===== config.mk =====
export PLATFORM = sky130hd
export DESIGN_NAME = mbox_irq
export DESIGN_NICKNAME = d
export VERILOG_FILES = /design/src/rtl/mbox_irq.sv
export SDC_FILE = /design/constraint.sdc
export NUM_CORES = 1
export LEC_CHECK = 0
export CAP_MARGIN = 20
export CORE_AREA = 2 2 39 41
export DETAILED_ROUTE_END_ITERATION = 10
export DIE_AREA = 0 0 41 43
export PLACE_DENSITY = 0.78
export SETUP_SLACK_MARGIN = 0.05
export SLEW_MARGIN = 10
export SYNTH_ARGS = -nofsm -noshare
export SYNTH_HDL_FRONTEND = slang
export SYNTH_SLANG_ARGS = --single-unit

===== constraint.sdc =====
create_clock -name clk -period 1 [get_ports clk]
set_input_delay 0.15 -clock clk [delete_from_list [all_inputs] [get_ports clk]]
set_output_delay 0.15 -clock clk [all_outputs]
set_load 0.05 [all_outputs]

===== src/rtl/mbox_irq.sv =====
module mbox_irq #(
  parameter int ADDR_W = 17
) (
  input  logic              clk,
  input  logic              rst,
  input  logic [ADDR_W-1:0] l_addr,
  input  logic              l_sel,
  input  logic              l_wr,
  input  logic              l_oe,
  input  logic              l_busy,
  input  logic [ADDR_W-1:0] r_addr,
  input  logic              r_sel,
  input  logic              r_wr,
  input  logic              r_oe,
  input  logic              r_busy,
  output logic              l_irq_n,
  output logic              r_irq_n
);

  localparam logic [ADDR_W-1:0] BOX_R = {ADDR_W{1'b1}};
  localparam logic [ADDR_W-1:0] BOX_L = BOX_R - 1'b1;

  logic l_pend, r_pend;
  logic set_l, clr_l, set_r, clr_r;

  assign set_r = l_sel && l_wr && !l_busy && (l_addr == BOX_R);
  assign clr_r = r_sel && r_oe && !r_busy && (r_addr == BOX_R);
  assign set_l = r_sel && r_wr && !r_busy && (r_addr == BOX_L);
  assign clr_l = l_sel && l_oe && !l_busy && (l_addr == BOX_L);

  always_ff @(posedge clk) begin
    if (rst) begin
      l_pend <= 1'b0;
      r_pend <= 1'b0;
    end else begin
      if (set_l)      l_pend <= 1'b1;
      else if (clr_l) l_pend <= 1'b0;
      if (set_r)      r_pend <= 1'b1;
      else if (clr_r) r_pend <= 1'b0;
    end
  end

  assign l_irq_n = !l_pend;
  assign r_irq_n = !r_pend;

  assert_reset_R1: assert property (@(posedge clk) rst |=> (l_irq_n && r_irq_n));

  assert_left_writes_R2: assert property (@(posedge clk) disable iff (rst)
    (l_sel && l_wr && !l_busy && l_addr == {ADDR_W{1'b1}}) |=> !r_irq_n);

  assert_right_writes_R3: assert property (@(posedge clk) disable iff (rst)
    (r_sel && r_wr && !r_busy && r_addr == {ADDR_W{1'b1}} - 1'b1) |=> !l_irq_n);

  assert_right_reads_R4: assert property (@(posedge clk) disable iff (rst)
    (r_sel && r_oe && !r_busy && r_addr == {ADDR_W{1'b1}} &&
     !(l_sel && l_wr && !l_busy && l_addr == {ADDR_W{1'b1}})) |=> r_irq_n);

  assert_left_reads_R5: assert property (@(posedge clk) disable iff (rst)
    (l_sel && l_oe && !l_busy && l_addr == {ADDR_W{1'b1}} - 1'b1 &&
     !(r_sel && r_wr && !r_busy && r_addr == {ADDR_W{1'b1}} - 1'b1)) |=> l_irq_n);

  assert_busy_no_set_R6: assert property (@(posedge clk) disable iff (rst)
    (l_busy && r_irq_n) |=> r_irq_n);

  assert_busy_no_clear_R6: assert property (@(posedge clk) disable iff (rst)
    (r_busy && !r_irq_n) |=> !r_irq_n);

  assert_hold_r_R9: assert property (@(posedge clk) disable iff (rst)
    (!(l_sel && l_wr && l_addr == {ADDR_W{1'b1}}) &&
     !(r_sel && r_oe && r_addr == {ADDR_W{1'b1}})) |=> $stable(r_irq_n));

  assert_hold_l_R8: assert property (@(posedge clk) disable iff (rst)
    (!(r_sel && r_wr && r_addr == {ADDR_W{1'b1}} - 1'b1) &&
     !(l_sel && l_oe && l_addr == {ADDR_W{1'b1}} - 1'b1)) |=> $stable(l_irq_n));

endmodule


* Word-level counts from Yosys, hierarchy flattened
Cells that the tools add are included.
Storage, ports and cells: register bits after elaboration 2, bits in latches 0, bits in writable memories 0, bits in read-only memories 0, word-level logic and storage cells 28, memories 0
Operators by class: add/sub/neg operators 0, $mul 0, div/mod/pow operators 0, order comparisons 0, eq/ne operators 4, shift-type cells 0, mux-type cells 4, bitwise logic cells 0, reductions and logical operators 18
Operators with widths (number):
- == test 17 bit (second input constant) | 4
- logical AND 1 bit | 12
- zero test 1 bit | 4
- 2-to-1 mux 1 bit | 4
- nonzero test 2 bit | 2

* Logic depth before layout (Yosys ltp)
Gate-level depths: netlist (run 1).
depth in word-level cells 5, depth in mapped cells 4

* Worst setup path after synthesis (run 1)
Ideal clock, no wire load.
path kind register to register, start point register, netlist name l_pend, end point register l_pend, setup time 0.070 ns, arrival 0.845 ns, data required time 0.930 ns, path slack 0.085 ns, stages on the path, launching flop included 4, buffers on the path 0, period minus slack after synthesis 0.915 ns, path through dfxtp_1 > inv_1 > a41o_1 > a21oi_1
RTL lines:
- end signal, assigned | RTL line 33 | l_pend <= 1'b0;
- end signal, assigned | RTL line 36 | if (set_l) l_pend <= 1'b1;
- end signal, assigned | RTL line 37 | else if (clr_l) l_pend <= 1'b0;
- end, declared | RTL line 23 | logic l_pend, r_pend;

* Worst setup path after layout (run 1)
start point register l_pend, end point output port l_irq_n
Between the ends: cells in the longest elaborated chain, start to end 1
Ends and longest elaborated chain:
- zero test 1 bit | RTL line 43 | assign l_irq_n = !l_pend;
- end, declared | RTL line 16 | output logic l_irq_n,
No other way between the ends.

==> summary.log, run 1 <==
INFO  timing         final.setup.worst_slack=118ps
INFO  floorplan      die-height=43um
INFO  cts            ctsHtreeMaxLevel=1
INFO  pwr            power.leakage=0.351nW
INFO  setup_path     cp_slowest_stage_delay=290ps
INFO  setup_path     critPathTopFamily=flip-flops
INFO  placed_design  dp_hpwl=925um
INFO  setup_path     worst_r2r_path_depth=3
INFO  yosys          synth-seq-area-share=0.201
INFO  pwr            power.internal=0.325mW
INFO  floorplan      core.rowCount=14
INFO  routing        route.detailed.drc=0
INFO  cts            clock_insertion_delay_worst_skew=230ps
INFO  timing         grt_setup_unrepaired=no
INFO  placed_design  numPlacedInstances=87
INFO  yosys          ys_async_sr_fraction=0
INFO  floorplan      core=1380um2
INFO  worst_hold_path hp-start=r_busy
INFO  setup_path     cp_cell_sequence=inv_2 -> buf_12
INFO  pwr            p_clk_frac=0.455
INFO  timing         final.hold.worst_slack=304ps
INFO  placed_design  gp_congestion=0.649
INFO  floorplan      die_w=41um
INFO  timing         max_slew_margin=0.886
INFO  yosys          synth_top_cells_by_count=8 x sky130_fd_sc_hd__nand4_1, 2 x sky130_fd_sc_hd__dfxtp_1, 2 x sky130_fd_sc_hd__inv_1
INFO  global_route   grt_start_max_net_pins=4
INFO  yosys          synth.cell_area=199um2
INFO  routing        wire_per_inst=11.6um
INFO  global_route   antenna_violations_before_repair=0
INFO  cts            ctsRootBufferMaster=sky130_fd_sc_hd__clkbuf_4
INFO  timing         fmax=1130MHz
INFO  pwr            p_sw=0.0866mW
INFO  setup_path     reg2reg_from=l_pend
INFO  finish         antenna-diode-count=0
INFO  finish         drive_gt1_frac=0.149
INFO  setup_path     crit_buf_inv=2
INFO  timing         setup_total_negative_slack=0ps
INFO  yosys          avg_synthesized_cell_area=7.65um2
INFO  timing         finalWorstPathRequiredPeriod=882ps
INFO  yosys          netlist-cell-type-count=17
INFO  cts            cts_tree=yes
INFO  pwr            power_frac_seq=0.195
INFO  finish         ff_latch_area=41.3um2
INFO  worst_hold_path worst_hold_path_endpoint=l_pend
INFO  yosys          synth_most_common_cell=sky130_fd_sc_hd__nand4_1
INFO  routing        antenna_left=0
INFO  routing        drt_iter0_markers=0
INFO  global_route   global_route_wire_length_before_repair=1570um
INFO  cts            post-cts-setup-buffer-count=0
INFO  routing        detail_route.first_pass.iterations=1
INFO  finish         final_nets=120
INFO  yosys          yosysTopAreaCellShare=0.252
INFO  yosys          synth.ff_latch_count=2
INFO  timing         final_hold_viol_count=0
INFO  timing         slew_violations=0
INFO  finish         areaGrowthSynthToFinish=254%
INFO  floorplan      dieArea=1760um2
INFO  placed_design  port_buffers=45
INFO  yosys          synth_fp_nets=70
INFO  setup_path     worstSetupPathType=reg -> out
INFO  yosys          post_synthesis_instance_total=26
INFO  pwr            power.total=0.411mW
INFO  cts            path_clk_slew=30ps
INFO  worst_hold_path hold_depth=4
INFO  pwr            power_per_cell_area=584nW/um2
INFO  finish         layout.cells.non_filler=90
INFO  finish         fillerInstances=150
INFO  floorplan      start_util=0.144
INFO  pwr            max-vdd-ir-drop=0.405mV
INFO  finish         footprint_of_the_multi_input_gates=163um2
INFO  global_route   globalRouteTotalUtil=0.135
INFO  global_route   via_count_of_the_first_global_routing_pass=450
INFO  finish         finish.instance_area=704um2
INFO  setup_path     cpMaxStageDelayCell=sky130_fd_sc_hd__dfxtp_1
INFO  cts            cts_sinks=2
INFO  setup_path     category_of_the_worst_setup_path_launch_point=flip-flop
INFO  floorplan      io_pins=46
INFO  timing         final.setup_skew=0ps
INFO  setup_path     critical_path.endpoint_type=primary output
INFO  setup_path     crit_arrival=730ps
INFO  routing        vias=423
INFO  cts            number_of_clock_buffers_inserted_by_tritoncts=3
INFO  run_status     run_status=finished, final reports clean
INFO  setup_path     path_max_fanout=2
INFO  global_route   grt.overflow.total=0
INFO  timing         worst_slew_pin_slew=171ps
INFO  yosys          synthDominantAreaCellType=sky130_fd_sc_hd__nand4_1
INFO  worst_hold_path hp-class=in -> reg
INFO  timing         layout_worst_path_cycle_share=0.882
INFO  placed_design  placed_area=689um2
INFO  setup_path     worst-endpoint-required=850ps
INFO  yosys          most_used_flip_flop_cell_after_synthesis=sky130_fd_sc_hd__dfxtp_1
INFO  routing        avgViaCountPerCell=4.70
INFO  job            maxCapViolations=0
INFO  yosys          top_area_cells_in_the_synthesized_netlist=sky130_fd_sc_hd__nand4_1 25%, sky130_fd_sc_hd__dfxtp_1 20%, sky130_fd_sc_hd__nor3b_2 6.3%
INFO  cts            cts_buffer_depth=2
INFO  finish         fin_util=0.509
INFO  setup_path     worst_r2r_endpoint=l_pend
INFO  timing         final_setup_violations=0
INFO  yosys          synth-edff-count=0
INFO  placed_design  post-place-ws=-349ps
INFO  routing        route.final.wire_length=1050um
INFO  pwr            power.switching_fraction=0.211
INFO  pwr            power.share.combinational=0.349
INFO  setup_path     reg2reg_setup_slack=280ps
INFO  yosys          ys.warnings.count=0
==> registers in the layout (all words and copies together), names as in the netlist <==
name / flops
r_pend: 1
l_pend: 1
==> power by group through the flow <==
stage | logic (mW) | registers (mW) | clock network [mW]
floorplan | 0.0138 | 0.0814 | 0
detailed placement | 0.185 | 0.0814 | 0
finish | 0.144 | 0.0804 | 0.187
global placement | 0.182 | 0.0814 | 0
global route | 0.161 | 0.0802 | 0.210
CTS | 0.147 | 0.0803 | 0.203
==> cell type report <==
cell class | count | share of cell area
clock buffers | 3 | 0.0320
inverters | 2 | 0.0107
multi-input cells | 22 | 0.231
flip-flops and latches | 2 | 0.0586
well taps | 16 | 0.0284
repair buffers | 45 | 0.639
==> timing repair <==
item	CTS	global route
cloned	0	0
endpoints found under the setup margin	2	4
pin swaps	14	5
gates resized for setup	30	10
hold buffers	0	0
==> placed cells by master (no fill, tap or decap), types with 2 or more instances in the layout <==
master and count:
sky130_fd_sc_hd__buf_12 2, sky130_fd_sc_hd__nor3_2 2, sky130_fd_sc_hd__clkbuf_4 3, sky130_fd_sc_hd__nand4_1 8
sky130_fd_sc_hd__dlymetal6s2s_1 6, sky130_fd_sc_hd__dlygate4sd2_1 28, sky130_fd_sc_hd__clkdlybuf4s50_1 9, sky130_fd_sc_hd__inv_2 2
==> worst reg2reg max path, stage by stage, from the launching register on <==
cell,delay (ps)
sky130_fd_sc_hd__dfxtp_1,310
sky130_fd_sc_hd__inv_2,50
sky130_fd_sc_hd__a41o_1,190
sky130_fd_sc_hd__a21oi_1,100
==> worst max path at each step <==
stage               slack, ps  depth (start not counted)        from      end
floorplan                  90                          3      l_pend   l_pend
global placement         -320                          5   r_addr[7]   r_pend
detailed placement       -350                          5  l_addr[13]   l_pend
CTS                        50                          4  r_addr[16]   r_pend
global route               50                          4   l_addr[6]   l_pend
finish                    120                          2      l_pend  l_irq_n
==> per-layer routing <==
layer | part of all wire | vias up | track usage
li1 | - | 202 | -
met1 | 0.28 | 174 | 0.102
met2 | 0.44 | 45 | 0.225
met3 | 0.26 | 2 | 0.0995
met4 | 0.019 | 0 | 0.0800
met5 | 0 | - | 0
==> cells by family (layout without fill, tap and decap cells) <==
family	count (synthesis)	count (layout)	synth area share
compound gates	3	3	0.101
buf+inv	2	50	0.0377
flops	2	2	0.201
simple gates	19	19	0.660
Power figures use the tool's default switching activity.
==> run 2: changes to the inputs <==
--- a/config.mk
+++ b/config.mk
@@ -7,6 +7,7 @@
 export LEC_CHECK = 0
 export CAP_MARGIN = 20
 export CORE_AREA = 2 2 39 41
+export CTS_CLUSTER_SIZE = 8
 export DETAILED_ROUTE_END_ITERATION = 10
 export DIE_AREA = 0 0 41 43
 export PLACE_DENSITY = 0.78
==> results of run 2 <==
No change in the layout: final DEF, timing and power equal those of run 1.
==> run 3: changes to the inputs <==
--- a/config.mk
+++ b/config.mk
@@ -5,7 +5,6 @@
 export SDC_FILE = /design/constraint.sdc
 export NUM_CORES = 1
 export LEC_CHECK = 0
-export CAP_MARGIN = 20
 export CORE_AREA = 2 2 39 41
 export CTS_CLUSTER_SIZE = 8
 export DETAILED_ROUTE_END_ITERATION = 10
==> results of run 3 <==
No change in the layout: final DEF, timing and power equal those of run 1.
